--- config.mk ---
export PLATFORM = sky130hd
export DESIGN_NAME = hdlc_tx_seq
export DESIGN_NICKNAME = d
export VERILOG_FILES = /design/src/rtl/hdlc_tx_pkg.sv /design/src/rtl/hdlc_crc_unit.sv /design/src/rtl/hdlc_tx_tagger.sv /design/src/rtl/hdlc_tx_core.sv /design/src/rtl/hdlc_tx_seq.sv
export SDC_FILE = /design/constraint.sdc
export NUM_CORES = 1
export LEC_CHECK = 0
export ABC_AREA = 0
export BUFFER_PORTS_ARGS = -buffer_cell sky130_fd_sc_hd__buf_2
export CAP_MARGIN = 10
export CORE_UTILIZATION = 47
export DETAILED_ROUTE_END_ITERATION = 7
export HOLD_SLACK_MARGIN = 0.05
export PLACE_DENSITY_LB_ADDON = 0.08
export SYNTH_ARGS = -nofsm -noshare
export SYNTH_HDL_FRONTEND = slang
export SYNTH_SLANG_ARGS = --single-unit
--- constraint.sdc ---
create_clock -name clk -period 6.9 [get_ports clk]
set_input_delay 1.38 -clock clk [delete_from_list [all_inputs] [get_ports clk]]
set_output_delay 1.38 -clock clk [all_outputs]
set_load 0.1 [all_outputs]
--- src/rtl/hdlc_tx_pkg.sv ---
package hdlc_tx_pkg;

    typedef enum logic [2:0] {
        ST_IDLE  = 3'd0,
        ST_FLAG  = 3'd1,
        ST_DATA  = 3'd2,
        ST_CRC   = 3'd3,
        ST_ABORT = 3'd4
    } tx_state_e;

    typedef enum logic [1:0] {
        UR_ABORT_SHORT = 2'd0,
        UR_ABORT_LONG  = 2'd1,
        UR_FLAG        = 2'd2,
        UR_CRC_FLAG    = 2'd3
    } urun_mode_e;

    localparam logic [7:0]  FLAG_PATTERN = 8'h7E;
    localparam logic [15:0] CCITT_REFL   = 16'h8408;

endpackage

--- src/rtl/hdlc_crc_unit.sv ---
module hdlc_crc_unit #(
    parameter int CRC_W = 16,
    parameter logic [CRC_W-1:0] POLY = 16'h8408
) (
    input  logic             clk,
    input  logic             rst_n,
    input  logic             step_en,
    input  logic             preset,
    input  logic             din,
    output logic [CRC_W-1:0] crc_val
);
    logic [CRC_W-1:0] crc_q;
    logic [CRC_W-1:0] base;
    logic [CRC_W-1:0] crc_n;
    logic             fb;

    always_comb begin
        base  = preset ? {CRC_W{1'b1}} : crc_q;
        fb    = base[0] ^ din;
        crc_n = (base >> 1) ^ (fb ? POLY : '0);
    end

    always_ff @(posedge clk) begin
        if (!rst_n)
            crc_q <= {CRC_W{1'b1}};
        else if (step_en)
            crc_q <= crc_n;
    end

    assign crc_val = crc_q;
endmodule

--- src/rtl/hdlc_tx_tagger.sv ---
module hdlc_tx_tagger #(
    parameter int CNT_W = 8
) (
    input  logic             clk,
    input  logic             rst_n,
    input  logic             fifo_valid,
    input  logic             fifo_eof,
    input  logic             set_eof,
    input  logic             wts_en,
    input  logic [CNT_W-1:0] char_limit,
    input  logic             load_byte,
    input  logic             frame_first,
    output logic             eff_valid,
    output logic             tag_eof,
    output logic             wts_hold
);
    localparam logic [CNT_W-1:0] ONE = CNT_W'(1);

    logic [CNT_W-1:0] cnt_q;
    logic [CNT_W-1:0] rem;
    logic             pend_q;
    logic             hold_q;
    logic             cnt_hit;

    always_comb begin
        rem       = frame_first ? char_limit : cnt_q;
        cnt_hit   = (char_limit != '0) && (rem == ONE);
        tag_eof   = fifo_eof | pend_q | set_eof | cnt_hit;
        eff_valid = fifo_valid & ~hold_q;
    end

    always_ff @(posedge clk) begin
        if (!rst_n) begin
            cnt_q  <= '0;
            pend_q <= 1'b0;
            hold_q <= 1'b0;
        end else begin
            if (load_byte)
                cnt_q <= rem - ONE;
            if (load_byte)
                pend_q <= 1'b0;
            else if (set_eof)
                pend_q <= 1'b1;
            if (!wts_en)
                hold_q <= 1'b0;
            else if (load_byte && tag_eof)
                hold_q <= 1'b1;
        end
    end

    assign wts_hold = hold_q;
endmodule

--- src/rtl/hdlc_tx_core.sv ---
module hdlc_tx_core
    import hdlc_tx_pkg::*;
#(
    parameter int DATA_W      = 8,
    parameter int CRC_W       = 16,
    parameter int STUFF_RUN   = 5,
    parameter int ABORT_SHORT = 7,
    parameter int ABORT_LONG  = 15
) (
    input  logic              clk,
    input  logic              rst_n,
    input  logic              bit_en,
    input  logic              eff_valid,
    input  logic [DATA_W-1:0] fifo_data,
    input  logic              tag_eof,
    input  logic [1:0]        urun_mode,
    input  logic              crc_at_end,
    input  logic              idle_flags,
    input  logic [CRC_W-1:0]  crc_val,
    output logic              crc_en,
    output logic              crc_preset,
    output logic              crc_din,
    output logic              load_byte,
    output logic              frame_first,
    output logic              txd,
    output logic              fifo_pop,
    output logic              eof_pulse,
    output logic              urun_pulse
);
    localparam int UNIT_W = CRC_W;
    localparam int LEN_W  = $clog2(UNIT_W + 1);
    localparam int RUN_W  = $clog2(STUFF_RUN + 1);

    tx_state_e         st_q, nst, emit_st;
    logic [UNIT_W-1:0] sreg_q, n_sreg;
    logic [LEN_W-1:0]  bcnt_q, n_len;
    logic [RUN_W-1:0]  run_q, run_base, run_n;
    logic              cur_eof_q;
    logic              take, start, ur;
    logic              stuff_now, slot_load, bit_out, emit_stuffed;
    urun_mode_e        mode;

    assign mode = urun_mode_e'(urun_mode);

    // choice of the next unit when the current one is finished
    always_comb begin
        nst   = st_q;
        take  = 1'b0;
        start = 1'b0;
        ur    = 1'b0;
        unique case (st_q)
            ST_IDLE:  nst = (eff_valid || idle_flags) ? ST_FLAG : ST_IDLE;
            ST_FLAG: begin
                if (eff_valid) begin
                    nst   = ST_DATA;
                    take  = 1'b1;
                    start = 1'b1;
                end else begin
                    nst = idle_flags ? ST_FLAG : ST_IDLE;
                end
            end
            ST_DATA: begin
                if (cur_eof_q) begin
                    nst = crc_at_end ? ST_CRC : ST_FLAG;
                end else if (eff_valid) begin
                    nst  = ST_DATA;
                    take = 1'b1;
                end else begin
                    ur = 1'b1;
                    unique case (mode)
                        UR_ABORT_SHORT, UR_ABORT_LONG: nst = ST_ABORT;
                        UR_FLAG:                       nst = ST_FLAG;
                        UR_CRC_FLAG:                   nst = ST_CRC;
                        default:                       nst = ST_ABORT;
                    endcase
                end
            end
            ST_CRC:   nst = ST_FLAG;
            ST_ABORT: nst = (eff_valid || idle_flags) ? ST_FLAG : ST_IDLE;
            default:  nst = ST_IDLE;
        endcase
    end

    // contents and length of the chosen unit
    always_comb begin
        n_sreg = '1;
        n_len  = LEN_W'(1);
        unique case (nst)
            ST_IDLE: begin
                n_sreg = '1;
                n_len  = LEN_W'(1);
            end
            ST_FLAG: begin
                n_sreg = UNIT_W'(FLAG_PATTERN);
                n_len  = LEN_W'(DATA_W);
            end
            ST_DATA: begin
                n_sreg = UNIT_W'(fifo_data);
                n_len  = LEN_W'(DATA_W);
            end
            ST_CRC: begin
                n_sreg = UNIT_W'(~crc_val);
                n_len  = LEN_W'(CRC_W);
            end
            ST_ABORT: begin
                n_sreg = '1;
                n_len  = (mode == UR_ABORT_LONG) ? LEN_W'(ABORT_LONG) : LEN_W'(ABORT_SHORT);
            end
            default: begin
                n_sreg = '1;
                n_len  = LEN_W'(1);
            end
        endcase
    end

    // bit slot: stuffed zero, first bit of a new unit, or next bit of the current one
    always_comb begin
        stuff_now    = ((st_q == ST_DATA) || (st_q == ST_CRC)) && (run_q == RUN_W'(STUFF_RUN));
        slot_load    = !stuff_now && (bcnt_q == '0);
        emit_st      = slot_load ? nst : st_q;
        bit_out      = stuff_now ? 1'b0 : (slot_load ? n_sreg[0] : sreg_q[0]);
        emit_stuffed = !stuff_now && ((emit_st == ST_DATA) || (emit_st == ST_CRC));
        run_base     = ((st_q == ST_DATA) || (st_q == ST_CRC)) ? run_q : '0;
        run_n        = (emit_stuffed && bit_out) ? run_base + RUN_W'(1) : '0;
        crc_en       = bit_en && !stuff_now && (emit_st == ST_DATA);
        crc_preset   = bit_en && slot_load && start;
        crc_din      = bit_out;
        load_byte    = bit_en && slot_load && take;
        frame_first  = start;
    end

    // state register
    always_ff @(posedge clk) begin
        if (!rst_n) begin
            st_q      <= ST_IDLE;
            sreg_q    <= '0;
            bcnt_q    <= '0;
            run_q     <= '0;
            cur_eof_q <= 1'b0;
        end else if (bit_en) begin
            run_q <= run_n;
            if (slot_load) begin
                st_q   <= nst;
                sreg_q <= n_sreg >> 1;
                bcnt_q <= n_len - LEN_W'(1);
                if (take)
                    cur_eof_q <= tag_eof;
            end else if (!stuff_now) begin
                sreg_q <= sreg_q >> 1;
                bcnt_q <= bcnt_q - LEN_W'(1);
            end
        end
    end

    // outputs
    always_ff @(posedge clk) begin
        if (!rst_n) begin
            txd        <= 1'b1;
            fifo_pop   <= 1'b0;
            eof_pulse  <= 1'b0;
            urun_pulse <= 1'b0;
        end else begin
            fifo_pop   <= load_byte;
            eof_pulse  <= load_byte && tag_eof;
            urun_pulse <= bit_en && slot_load && ur;
            if (bit_en)
                txd <= bit_out;
        end
    end
endmodule

--- src/rtl/hdlc_tx_seq.sv ---
module hdlc_tx_seq #(
    parameter int DATA_W = 8,
    parameter int CNT_W  = 8
) (
    input  logic              clk,
    input  logic              rst_n,
    input  logic              bit_en,
    input  logic [DATA_W-1:0] fifo_data,
    input  logic              fifo_valid,
    input  logic              fifo_eof,
    input  logic [1:0]        urun_mode,
    input  logic              crc_at_end,
    input  logic              wts_en,
    input  logic              set_eof,
    input  logic              idle_flags,
    input  logic [CNT_W-1:0]  char_limit,
    output logic              txd,
    output logic              fifo_pop,
    output logic              eof_pulse,
    output logic              urun_pulse
);
    localparam int CRC_W = 16;

    logic             eff_valid, tag_eof, wts_hold;
    logic             load_byte, frame_first;
    logic             crc_en, crc_preset, crc_din;
    logic [CRC_W-1:0] crc_val;

    hdlc_tx_tagger #(.CNT_W(CNT_W)) u_tag (
        .clk(clk), .rst_n(rst_n), .fifo_valid(fifo_valid), .fifo_eof(fifo_eof),
        .set_eof(set_eof), .wts_en(wts_en), .char_limit(char_limit),
        .load_byte(load_byte), .frame_first(frame_first),
        .eff_valid(eff_valid), .tag_eof(tag_eof), .wts_hold(wts_hold)
    );

    hdlc_crc_unit #(.CRC_W(CRC_W), .POLY(hdlc_tx_pkg::CCITT_REFL)) u_crc (
        .clk(clk), .rst_n(rst_n), .step_en(crc_en), .preset(crc_preset),
        .din(crc_din), .crc_val(crc_val)
    );

    hdlc_tx_core #(.DATA_W(DATA_W), .CRC_W(CRC_W)) u_core (
        .clk(clk), .rst_n(rst_n), .bit_en(bit_en), .eff_valid(eff_valid),
        .fifo_data(fifo_data), .tag_eof(tag_eof), .urun_mode(urun_mode),
        .crc_at_end(crc_at_end), .idle_flags(idle_flags), .crc_val(crc_val),
        .crc_en(crc_en), .crc_preset(crc_preset), .crc_din(crc_din),
        .load_byte(load_byte), .frame_first(frame_first), .txd(txd),
        .fifo_pop(fifo_pop), .eof_pulse(eof_pulse), .urun_pulse(urun_pulse)
    );
endmodule

Word-level counts from Yosys, hierarchy flattened
Index checks and enable logic that the tools add are counted.
- logic and storage cells: 99
- latch bits: 0
- memory bits (writable): 0
- register bits: 58
- input port bits: 27
- memories: 0
- ROM bits: 0
- reduce and logical (&&, ||, !) cells: 27
- $lt $le $gt $ge: 0
- div/mod/pow operators: 0
- add/sub/neg operators: 4
- equal/unequal tests: 16
- shift-type cells: 0
- multipliers: 0
- bitwise logic cells: 9
- multiplexer cells: 30
- operator list (kind ; count):
    2-to-1 mux 16 bit ; 4
    case mux 16 bit (3 select lines) ; 1
    == test 3 x 2 -> 1 bit, second input constant ; 6
    2-to-1 mux 3 bit ; 6
    inverter 16 bit ; 1
    XOR 15 x 16 -> 16 bit ; 1
    case mux 5 bit (3 select lines) ; 1
    logical AND 1 bit ; 12
    case mux 3 bit (4 select lines) ; 1
    2-to-1 mux 1 bit ; 10
    2-to-1 mux 5 bit ; 2
    subtractor 5 x 1 -> 5 bit, second input constant ; 2
    == test 3 bit, second input constant ; 3
    case mux 3 bit (3 select lines) ; 1
    == test 8 x 1 -> 1 bit, second input constant ; 1
    2-to-1 mux 8 bit ; 1
    nonzero test 8 bit ; 1
    OR reduction 2 bit ; 4
    subtractor 8 x 1 -> 8 bit, second input constant ; 1
    == test 3 x 1 -> 1 bit, second input constant ; 2
    logical NOT 5 bit ; 1
    == test 2 bit, second input constant ; 2
    2-to-1 mux 4 bit ; 1
    AND reduction 2 bit ; 2
    14 further kinds ; 19

Logic depth before layout (Yosys ltp)
Gate-level depths: netlist of run 1.
- depth after elaboration: 13
- mapped depth: 12
- depth with buffers taken out: 10

Cells and area by module
Synthesis of run 1 repeated with hierarchy kept, for this count alone.
- cell total of the unflattened synthesis: 396
- area total of the unflattened synthesis: 3228.1 µm²
- modules (own cells, without submodules) (module ; times used ; sequential area each (µm²) ; cells an instance ; area an instance (µm²)):
    hdlc_tx_core ; 1 ; 620.6 ; 230 ; 1804.2
    hdlc_tx_tagger ; 1 ; 200.2 ; 93 ; 765.7
    hdlc_crc_unit ; 1 ; 320.3 ; 73 ; 658.1

Worst setup path before layout of run 1
OpenSTA, ideal clock, no wires.
- path type: input-to-reg
- from: in fifo_valid
- to: reg u_core.bcnt_q[4]
- data arrival time: 3724 ps
- setup time: 120 ps
- required time: 6780 ps
- stages on the path: 12
- path buffers: 2
- path slack: 3057 ps
- path through: nor2b_1 buf_2 a32oi_1 o221ai_4 clkbuf_1 a31oi_1 ha_1 nand2b_1 nand2b_1 or3_1 and2_0 o31a_1
- word-level cells in the longest chain between the ends: 9
- elaborated cells on any way between the ends: 15
- ends and longest elaborated chain (what ; RTL line ; source):
    start, declared ; hdlc_tx_seq.sv:9 ; input logic fifo_valid,
    AND 1 bit * ; hdlc_tx_tagger.sv:29 ; eff_valid = fifo_valid & ~hold_q;
    2-to-1 mux 3 bit / logical OR 1 bit (equally long branches) ; hdlc_tx_core.sv:65, hdlc_tx_core.sv:52, hdlc_tx_core.sv:79 ;
    2-to-1 mux 3 bit / 2-to-1 mux 1 bit (equally long branches) ; hdlc_tx_core.sv:63, hdlc_tx_core.sv:52, hdlc_tx_core.sv:79 ;
    case mux 3 bit (4 select lines) * ; hdlc_tx_core.sv:51 ; unique case (st_q)
    == test 3 x 1 -> 1 bit / == test 3 x 2 -> 1 bit (equally long branches) ; hdlc_tx_core.sv:88 ; unique case (nst)
    OR reduction 2 bit (no source line) ; -- ;
    case mux 5 bit (3 select lines) * ; hdlc_tx_core.sv:88 ;
    subtractor 5 x 1 -> 5 bit * ; hdlc_tx_core.sv:145 ; bcnt_q <= n_len - LEN_W'(1);
    2-to-1 mux 5 bit * ; hdlc_tx_core.sv:142 ; if (slot_load) begin
    end signal, assigned ; hdlc_tx_core.sv:145 ;
    end signal, assigned ; hdlc_tx_core.sv:150 ; bcnt_q <= bcnt_q - LEN_W'(1);
    end, declared ; hdlc_tx_core.sv:36 ; logic [LEN_W-1:0] bcnt_q, n_len;
Every way passes the cells marked *; elsewhere a longest branch is shown, timed or not.
A chain may end at the register's enable or synchronous reset.

Final worst setup path of run 1
Same ends and word-level chain as after synthesis.

==> flow_summary.rst, run 1 <==
.. list-table::
   :header-rows: 1

   * - Metric
     - Value
   * - Status
     - completed
   * - DR vias
     - between 2000 and 3000
   * - First-pass GRT wire length
     - 13000 µm
   * - Dominant cell type by area after synthesis
     - sky130_fd_sc_hd__dfxtp_1
   * - Post-Synthesis Net Count
     - 433
   * - Data arrival time at the worst-slack endpoint
     - 4.34 ns
   * - Power Dens Cells
     - 285 mW/mm²
   * - Internal Dissipation
     - 0.652 mW
   * - Wirelength, routed
     - 7710 µm
   * - Worst hold path endpoint
     - u_core.sreg_q[12]$_SDFFE_PN0P_
   * - Post-synth EDFFs
     - 0
   * - Setup repair after global routing missed its margin
     - no
   * - Height of the die
     - ~83 µm
   * - Iteration-0 DRC Markers
     - approximately 140
   * - Top FF cell, synth
     - sky130_fd_sc_hd__dfxtp_1
   * - Post-DP HPWL
     - 5140 µm
   * - Site row count
     - 29
   * - Power share of the clock group
     - 32.9%
   * - # setup viols final
     - 0
   * - Core footprint
     - 0.00635 mm²
   * - Count of filler cells inserted in the layout
     - between 600 and 700
   * - Switch share
     - 34.1%
   * - Worst R2R End
     - u_core.bcnt_q[4]$_SDFFE_PN0P_
   * - Crit path max fanout
     - 11
   * - Synth-to-Final Area Change
     - 11.9%
   * - CP required
     - 7.13 ns
   * - Area of placed instances
     - 0.00327 mm²
   * - Net Sw Power
     - 0.338 mW
   * - Final-layout setup total negative slack
     - 0 ns
   * - Number of distinct library cell variants in the gate-level netlist after synthesis
     - 58
   * - Worst-skew pair later-pin latency
     - 0.34 ns
   * - Post-synthesis register bit count
     - 57
   * - Number of nets at the end of the flow
     - around 450
   * - Startpoint types
     - input pin
   * - Post-synthesis area per instance
     - 7.72 µm²
   * - Die width
     - 83.3 µm
   * - Hold WS
     - 0.456 ns
   * - Synth async-reset ratio
     - 0%
   * - CTS H-Tree Depth
     - 3
   * - Final global-route overflow total
     - 0
   * - Starting Density
     - 48.9%
   * - Hold Violations, Final
     - 0
   * - Type of the worst min-delay path
     - register to register
   * - Total global-route track usage
     - 23.4%
   * - Share of Yosys cell area claimed by the top area cell type
     - a little under two fifths
   * - Cell count after synthesis
     - 402
   * - Max VDD drop
     - 0.000155 V
   * - Combinational Power Share
     - 28.5%
   * - Synth top area cells
     - sky130_fd_sc_hd__dfxtp_1 37%, sky130_fd_sc_hd__o21ai_0 6.1%, sky130_fd_sc_hd__nand2_1 5.7%
   * - Synthesis warning total
     - 0
   * - Maximum number of pins on one net before global-route repair
     - 32
   * - Number of buffers inserted by port buffering
     - 30
   * - Antenna violations before repair
     - 0
   * - F_max
     - 0.243 GHz
   * - Mapped cell area
     - 0.00310 mm²
   * - Element type at the critical path end
     - register
   * - Final Worst Setup Slack
     - 2.78 ns
   * - Via density per instance
     - 5.93
   * - Number of buffers on the longest clock path
     - 2
   * - Reg clk slew, reported paths
     - 0.07 ns
   * - Routed len/inst
     - 15.4 µm
   * - Share of the cycle needed by the critical path after routing
     - 59.7%
   * - Share of power burned in registers
     - 38.6%
   * - Worst reg2reg path depth
     - 10
   * - TritonCTS Buffers
     - 9
   * - Buffer type at the clock tree root
     - sky130_fd_sc_hd__clkbuf_8
   * - Worst setup slack for register-to-register paths
     - 3.61 ns
   * - Via count of the first global-routing pass
     - about 2800
   * - Count of buffers added by post-CTS timing repair for setup
     - 0
   * - Skew final
     - 0.00995 ns
   * - Remaining antenna violation count
     - 0
   * - Pleak
     - 1.27 nW
   * - Max transition margin
     - 27.9%
   * - Number of clock sinks seen by CTS
     - 57
   * - Launch instance of the worst min-delay path
     - u_core.sreg_q[12]$_SDFFE_PN0P_
   * - Minimum clock period after layout
     - 4.12 ns
   * - CTS hold repair buffers
     - 0
   * - RD Place Congestion
     - 0.854
   * - CTS resizes
     - 0
   * - CTS tree
     - yes
   * - Setup WS pre-CTS
     - about 2.5 ns
   * - Register area share after synthesis
     - 36.8%
   * - Count of cells along the worst hold path
     - 2
   * - Kind of critical path
     - input pin to register
   * - Final routed DRC violation total
     - 0
   * - Total inserted antenna cells
     - 0
   * - Share of post-route cells with drive strength above 1
     - 14.2%
   * - Transition time at the pin with the least slew margin
     - 1.08 ns
   * - Number of pins exceeding their max-slew limit in the final report
     - 0
   * - Non-Filler Cell Area, Final
     - 0.00347 mm²
   * - I/O pin cnt
     - 31
   * - Floorplan die area
     - approximately 0.007 mm²
   * - # Max-Cap Violations
     - 0
   * - First-pass DRT Iterations
     - 7
   * - Reg-to-reg startpoint
     - u_tag.wts_hold$_SDFFE_PN0P_
-- through the flow --
| step | util (%) | cells | power, mW |
|---|---|---|---|
| 3_5_place_dp | 51.5 | 487 | 0.670 |
| 5_1_grt | 54.7 | 501 | 1.05 |
| 4_1_cts | 54.7 | 501 | 0.995 |
| 2_1_floorplan | - | 402 | 0.606 |
| 6_report | 54.7 | 501 | 0.989 |
| 3_3_place_gp | 51.5 | 487 | 0.665 |
-- area by class of cell --
cell class              count  area (µm²)  share of cell area [%]
clock inverters             2        37.5                    1.08
well taps                  77        96.3                    2.77
repair buffers             33         173                    4.97
flip-flops and latches     57        1140                    32.8
clock buffers              12         165                    4.75
inverters                   7        26.3                   0.756
multi-input cells         313        1840                    52.8
-- power groups by stage --
stage                     Clock [mW]  Sequential [mW]  Combinational, mW
final                          0.326            0.382              0.282
after detailed placement           0            0.389              0.281
after global routing           0.345            0.385              0.315
after global placement             0            0.388              0.277
after floorplan                    0            0.392              0.214
after CTS                      0.331            0.382              0.282
-- layer usage --
layer	wire, µm	share of wire [%]	global-route usage (%)	vias to the layer above
met1	3710	48	29.8	1397
met2	3550	46	37.8	67
li1	-	-	-	1493
met5	0	0	0	-
met3	303	3.9	6.46	12
met4	140	1.8	8.62	0
-- kinds of logic after synthesis --
family | count (synthesis) | share of synthesized area [%]
and+or+nand+nor | 167 | 26.9
AOI/OAI and AO/OA | 130 | 27.0
DFF | 57 | 36.8
buffers and inverters | 32 | 4.11
xor gates and xnor gates | 8 | 2.26
muxes | 4 | 1.29
adders and majority gates | 4 | 1.61
-- worst max path at each step --
stage,startpoint,end,slack [ns],cells past startpoint
finish,fifo_valid,u_core.bcnt_q[4]$_SDFFE_PN0P_,2.78,11
global route,fifo_valid,u_core.bcnt_q[4]$_SDFFE_PN0P_,2.56,11
CTS,fifo_valid,u_core.bcnt_q[4]$_SDFFE_PN0P_,2.79,11
detailed placement,fifo_valid,u_core.bcnt_q[4]$_SDFFE_PN0P_,2.46,11
global placement,fifo_valid,u_core.bcnt_q[4]$_SDFFE_PN0P_,2.55,11
floorplan,fifo_valid,u_core.bcnt_q[4]$_SDFFE_PN0P_,3.06,12
-- cell usage in the layout (no fill, tap or decap), types with 7 or more instances in the layout --
cell / count
sky130_fd_sc_hd__buf_2: 30
sky130_fd_sc_hd__o211ai_1: 12
sky130_fd_sc_hd__nor2_1: 47
sky130_fd_sc_hd__inv_1: 7
sky130_fd_sc_hd__clkbuf_8: 12
sky130_fd_sc_hd__a21oi_1: 35
sky130_fd_sc_hd__o221ai_1: 7
sky130_fd_sc_hd__nand2_1: 47
sky130_fd_sc_hd__nand3_1: 7
sky130_fd_sc_hd__dfxtp_1: 57
sky130_fd_sc_hd__nor3_1: 20
sky130_fd_sc_hd__nand2b_1: 8
sky130_fd_sc_hd__o21ai_0: 38
sky130_fd_sc_hd__and2_1: 7
-- worst max-delay path, stage by stage --
cell and delay, ns:
sky130_fd_sc_hd__buf_2 0.07, sky130_fd_sc_hd__nor2b_1 0.48, sky130_fd_sc_hd__nand3_1 0.49, sky130_fd_sc_hd__and2_1 0.38, sky130_fd_sc_hd__a31oi_1 0.27, sky130_fd_sc_hd__ha_1 0.23
sky130_fd_sc_hd__nand2b_1 0.09, sky130_fd_sc_hd__nand2b_1 0.15, sky130_fd_sc_hd__or3_1 0.37, sky130_fd_sc_hd__and2_0 0.16, sky130_fd_sc_hd__o31a_1 0.28
-- Yosys cell counts, drive strengths merged (2+ instances only) --
| master | instances |
|---|---|
| dfxtp | 57 |
| nor2 | 48 |
| nand2 | 47 |
| o21ai | 41 |
| a21oi | 35 |
| nor3 | 21 |
| clkbuf | 18 |
| o211ai | 13 |
| and2 | 8 |
| nand2b | 8 |
| nand3 | 8 |
| o221ai | 8 |
| buf | 7 |
| inv | 7 |
| nor4 | 7 |
| xnor2 | 6 |
| nand3b | 5 |
| o31ai | 5 |
| a31oi | 4 |
| ha | 4 |
| mux2i | 4 |
| or3 | 4 |
| a2111oi | 3 |
| a211oi | 3 |
| and3 | 3 |
| o311ai | 3 |
| a22oi | 2 |
| nor2b | 2 |
| o31a | 2 |
| or2 | 2 |
| xor2 | 2 |
-- sequential cells by signal (all words and copies together), names as in the netlist --
signal             flops
u_crc.crc_val         16
u_core.sreg_q         15
u_tag.cnt_q            8
u_core.bcnt_q          5
u_core.run_q           3
u_core.st_q            3
u_core.cur_eof_q       1
u_core.eof_pulse       1
u_core.fifo_pop        1
u_core.txd             1
u_core.urun_pulse      1
u_tag.pend_q           1
u_tag.wts_hold         1
Power figures use the tool's default switching activity.
==> run 2: changes to the inputs <==
==> constraint.sdc (replaced) <==
create_clock -name clk -period 4 [get_ports clk]
set_input_delay 0.8 -clock clk [delete_from_list [all_inputs] [get_ports clk]]
set_output_delay 0.8 -clock clk [all_outputs]
set_load 0.1 [all_outputs]
==> run 2 against run 1 <==
Against the previous run: routed wire length up 2.8%; global-route usage up 0.72 points; count of clock-buffer cells in the layout down 1; worst hold slack better by 0.00091 ns; core utilization up 1.1 points; first-iteration DRC count up 32%; highest routed layer unchanged.
==> flow_summary.rst, run 2 (synthesis results as in run 1) <==
.. list-table::
   :header-rows: 1

   * - Metric
     - Value
   * - Setup repair after global routing missed its margin
     - no
   * - Crit path max fanout
     - 8 (-3)
   * - Max transition margin
     - 50.5% (+23 points)
   * - # Max-Cap Violations
     - 0 (unchanged)
   * - Commonest non-fill, non-tap cells in the layout
     - 57 x sky130_fd_sc_hd__dfxtp_1, 47 x sky130_fd_sc_hd__nor2_1, 47 x sky130_fd_sc_hd__nand2_1
   * - CTS resizes
     - 0 (unchanged)
   * - Floorplan die area
     - 0.00693 mm² (unchanged)
   * - Buffer type at the clock tree root
     - sky130_fd_sc_hd__clkbuf_8
   * - CTS tree
     - yes
   * - Reg clk slew, reported paths
     - 0.07 ns (about the same)
   * - Number of buffers inserted by port buffering
     - 30 (unchanged)
   * - Final-layout setup total negative slack
     - 0 ns (unchanged)
   * - Total global-route track usage
     - 24.1% (+0.72 points)
   * - Remaining antenna violation count
     - 0 (unchanged)
   * - CTS H-Tree Depth
     - 3 (unchanged)
   * - Total inserted antenna cells
     - 0 (unchanged)
   * - Flip-flop count of the largest register, all copies and words added
     - 16 (unchanged)
   * - Element type at the critical path end
     - register
   * - Max VDD drop
     - 0.000244 V (+58%)
   * - CTS hold repair buffers
     - 0 (unchanged)
   * - DR vias
     - 3038 (+2.3%)
   * - Transition time at the pin with the least slew margin
     - 0.743 ns (-0.337 ns)
   * - Status
     - completed
   * - Site row count
     - 29 (unchanged)
   * - Final routed DRC violation total
     - 0 (unchanged)
   * - Core footprint
     - 0.00635 mm² (unchanged)
   * - Minimum clock period after layout
     - 3.11 ns
   * - Combinational Power Share
     - 28.0% (-0.5 points)
   * - Most common library cell in the layout ignoring fill and taps
     - sky130_fd_sc_hd__dfxtp_1
   * - Number of clock sinks seen by CTS
     - 57 (unchanged)
   * - Final Worst Setup Slack
     - 0.891 ns (-1.89 ns)
   * - Power Dens Cells
     - 506 mW/mm² (+78%)
   * - Startpoint types
     - input pin
   * - CP required
     - 4.24 ns (-2.89 ns)
   * - Via count of the first global-routing pass
     - 2753 (-1.2%)
   * - Internal Dissipation
     - 1.18 mW (+81%)
   * - Final global-route overflow total
     - 0 (unchanged)
   * - Share of post-route cells with drive strength above 1
     - 15.7% (+1.6 points)
   * - Worst reg2reg path depth
     - 10 (unchanged)
   * - Count of buffers added by post-CTS timing repair for setup
     - 0 (unchanged)
   * - Antenna violations before repair
     - 0 (unchanged)
   * - Share of the cycle needed by the critical path after routing
     - 77.7%
   * - Number of buffers on the longest clock path
     - 2 (unchanged)
   * - Routed len/inst
     - 15.6 µm (+1.2%)
   * - First-pass GRT wire length
     - 13400 µm (+3.2%)
   * - Overall power of the completed layout
     - 1.79 mW (+81%)
   * - Starting Density
     - 48.9% (unchanged)
   * - # setup viols final
     - 0 (unchanged)
   * - Net Sw Power
     - 0.611 mW (+81%)
   * - Switch share
     - 34.1% (-0.058 points)
   * - F_max
     - 0.322 GHz
   * - Power share of the clock group
     - 35.3% (+2.4 points)
   * - Via density per instance
     - 5.97 (+0.72%)
   * - Number of pins exceeding their max-slew limit in the final report
     - 0 (unchanged)
   * - Die width
     - 83.3 µm (unchanged)
   * - Data arrival time at the worst-slack endpoint
     - 3.35 ns (-0.99 ns)
   * - Iteration-0 DRC Markers
     - 187 (+32%)
   * - Hold Violations, Final
     - 0 (unchanged)
   * - Synth-to-Final Area Change
     - 14.2%
   * - Post-DP HPWL
     - 5230 µm (+1.8%)
   * - Type of the worst min-delay path
     - register to register
   * - RD Place Congestion
     - 0.911 (+6.7%)
   * - TritonCTS Buffers
     - 9 (unchanged)
   * - Worst-skew pair later-pin latency
     - 0.35 ns (about the same)
   * - Pleak
     - 1.32 nW (+3.5%)
   * - Number of nets at the end of the flow
     - 458 (+1.3%)
   * - I/O pin cnt
     - 31 (unchanged)
   * - Wirelength, routed
     - 7930 µm (+2.8%)
   * - First-pass DRT Iterations
     - 4 (-3)
   * - Kind of critical path
     - input pin to register
   * - Count of cells along the worst hold path
     - 2 (unchanged)
   * - Setup WS pre-CTS
     - 0.554 ns (-1.90 ns)
   * - Skew final
     - 0.00709 ns (-0.00286 ns)
   * - Height of the die
     - 83.3 µm (unchanged)
   * - Maximum number of pins on one net before global-route repair
     - 29 (-9.4%)
   * - Share of power burned in registers
     - 36.7% (-1.9 points)
run 2: changes by cell type in the layout (fill, tap and decap cells not counted), sizes merged:
cell / previous run / this run
bufinv: 1 / 2
buf: 33 / 39
clkinv: 0 / 2
clkbuf: 12 / 11
run 2: per-layer routing:
metal / part of all wire, % / wire [µm] / vias up / track usage, %
li1: - / - / 1504 / -
met1: 48 / 3790 / 1434 / 32.9
met2: 45 / 3590 / 84 / 36.9
met3: 4.8 / 379 / 16 / 4.37
met4: 2.1 / 169 / 0 / 11.3
met5: 0 / 0 / - / 0
run 2: stage by stage:
step	util, %	instances	area [µm²]	hold WS (ns)
detailed placement	52.2	493	3320	0.450
finish	55.8	509	3550	0.457
global placement	52.2	493	3320	0.443
floorplan	-	402	3100	0.433
global route	55.8	509	3550	0.469
CTS	55.8	509	3550	0.460
run 2: final cells by class:
class | count | area (µm²)
Clock buffer | 11 | 151
Clock inverter | 5 | 77.6
Fill cell | 613 | 2800
Inverter | 7 | 26.3
Multi-Input combinational cell | 313 | 1840
Sequential cell | 57 | 1140
Tap cell | 77 | 96.3
Timing Repair Buffer | 39 | 218
run 2: final timing paths:
kind	start	end	slack, ns
setup reg to reg	u_tag.wts_hold$_SDFFE_PN0P_	u_core.bcnt_q[4]$_SDFFE_PN0P_	1.13
hold / removal	u_core.sreg_q[1]$_SDFFE_PN0P_	u_core.sreg_q[1]$_SDFFE_PN0P_	0.46
hold reg to reg	u_core.sreg_q[1]$_SDFFE_PN0P_	u_core.sreg_q[1]$_SDFFE_PN0P_	0.46
setup / recovery	fifo_valid	u_core.bcnt_q[4]$_SDFFE_PN0P_	0.89
run 2: worst max-delay path, stage by stage:
cell and delay, ns:
sky130_fd_sc_hd__buf_2 0.07, sky130_fd_sc_hd__nor2b_1 0.50, sky130_fd_sc_hd__o311ai_1 0.20, sky130_fd_sc_hd__and2_1 0.28, sky130_fd_sc_hd__a31oi_1 0.25, sky130_fd_sc_hd__ha_1 0.22, sky130_fd_sc_hd__nand2b_1 0.07, sky130_fd_sc_hd__nand2b_1 0.15
sky130_fd_sc_hd__or3_1 0.36, sky130_fd_sc_hd__and2_0 0.16, sky130_fd_sc_hd__o31a_1 0.28
run 2: power groups by stage:
stage	clock network [mW]	registers [mW]	logic (mW)
5_1_grt	0.666	0.666	0.555
6_report	0.633	0.659	0.501
3_5_place_dp	0	0.669	0.498
4_1_cts	0.639	0.657	0.501
2_1_floorplan	0	0.677	0.369
3_3_place_gp	0	0.669	0.497
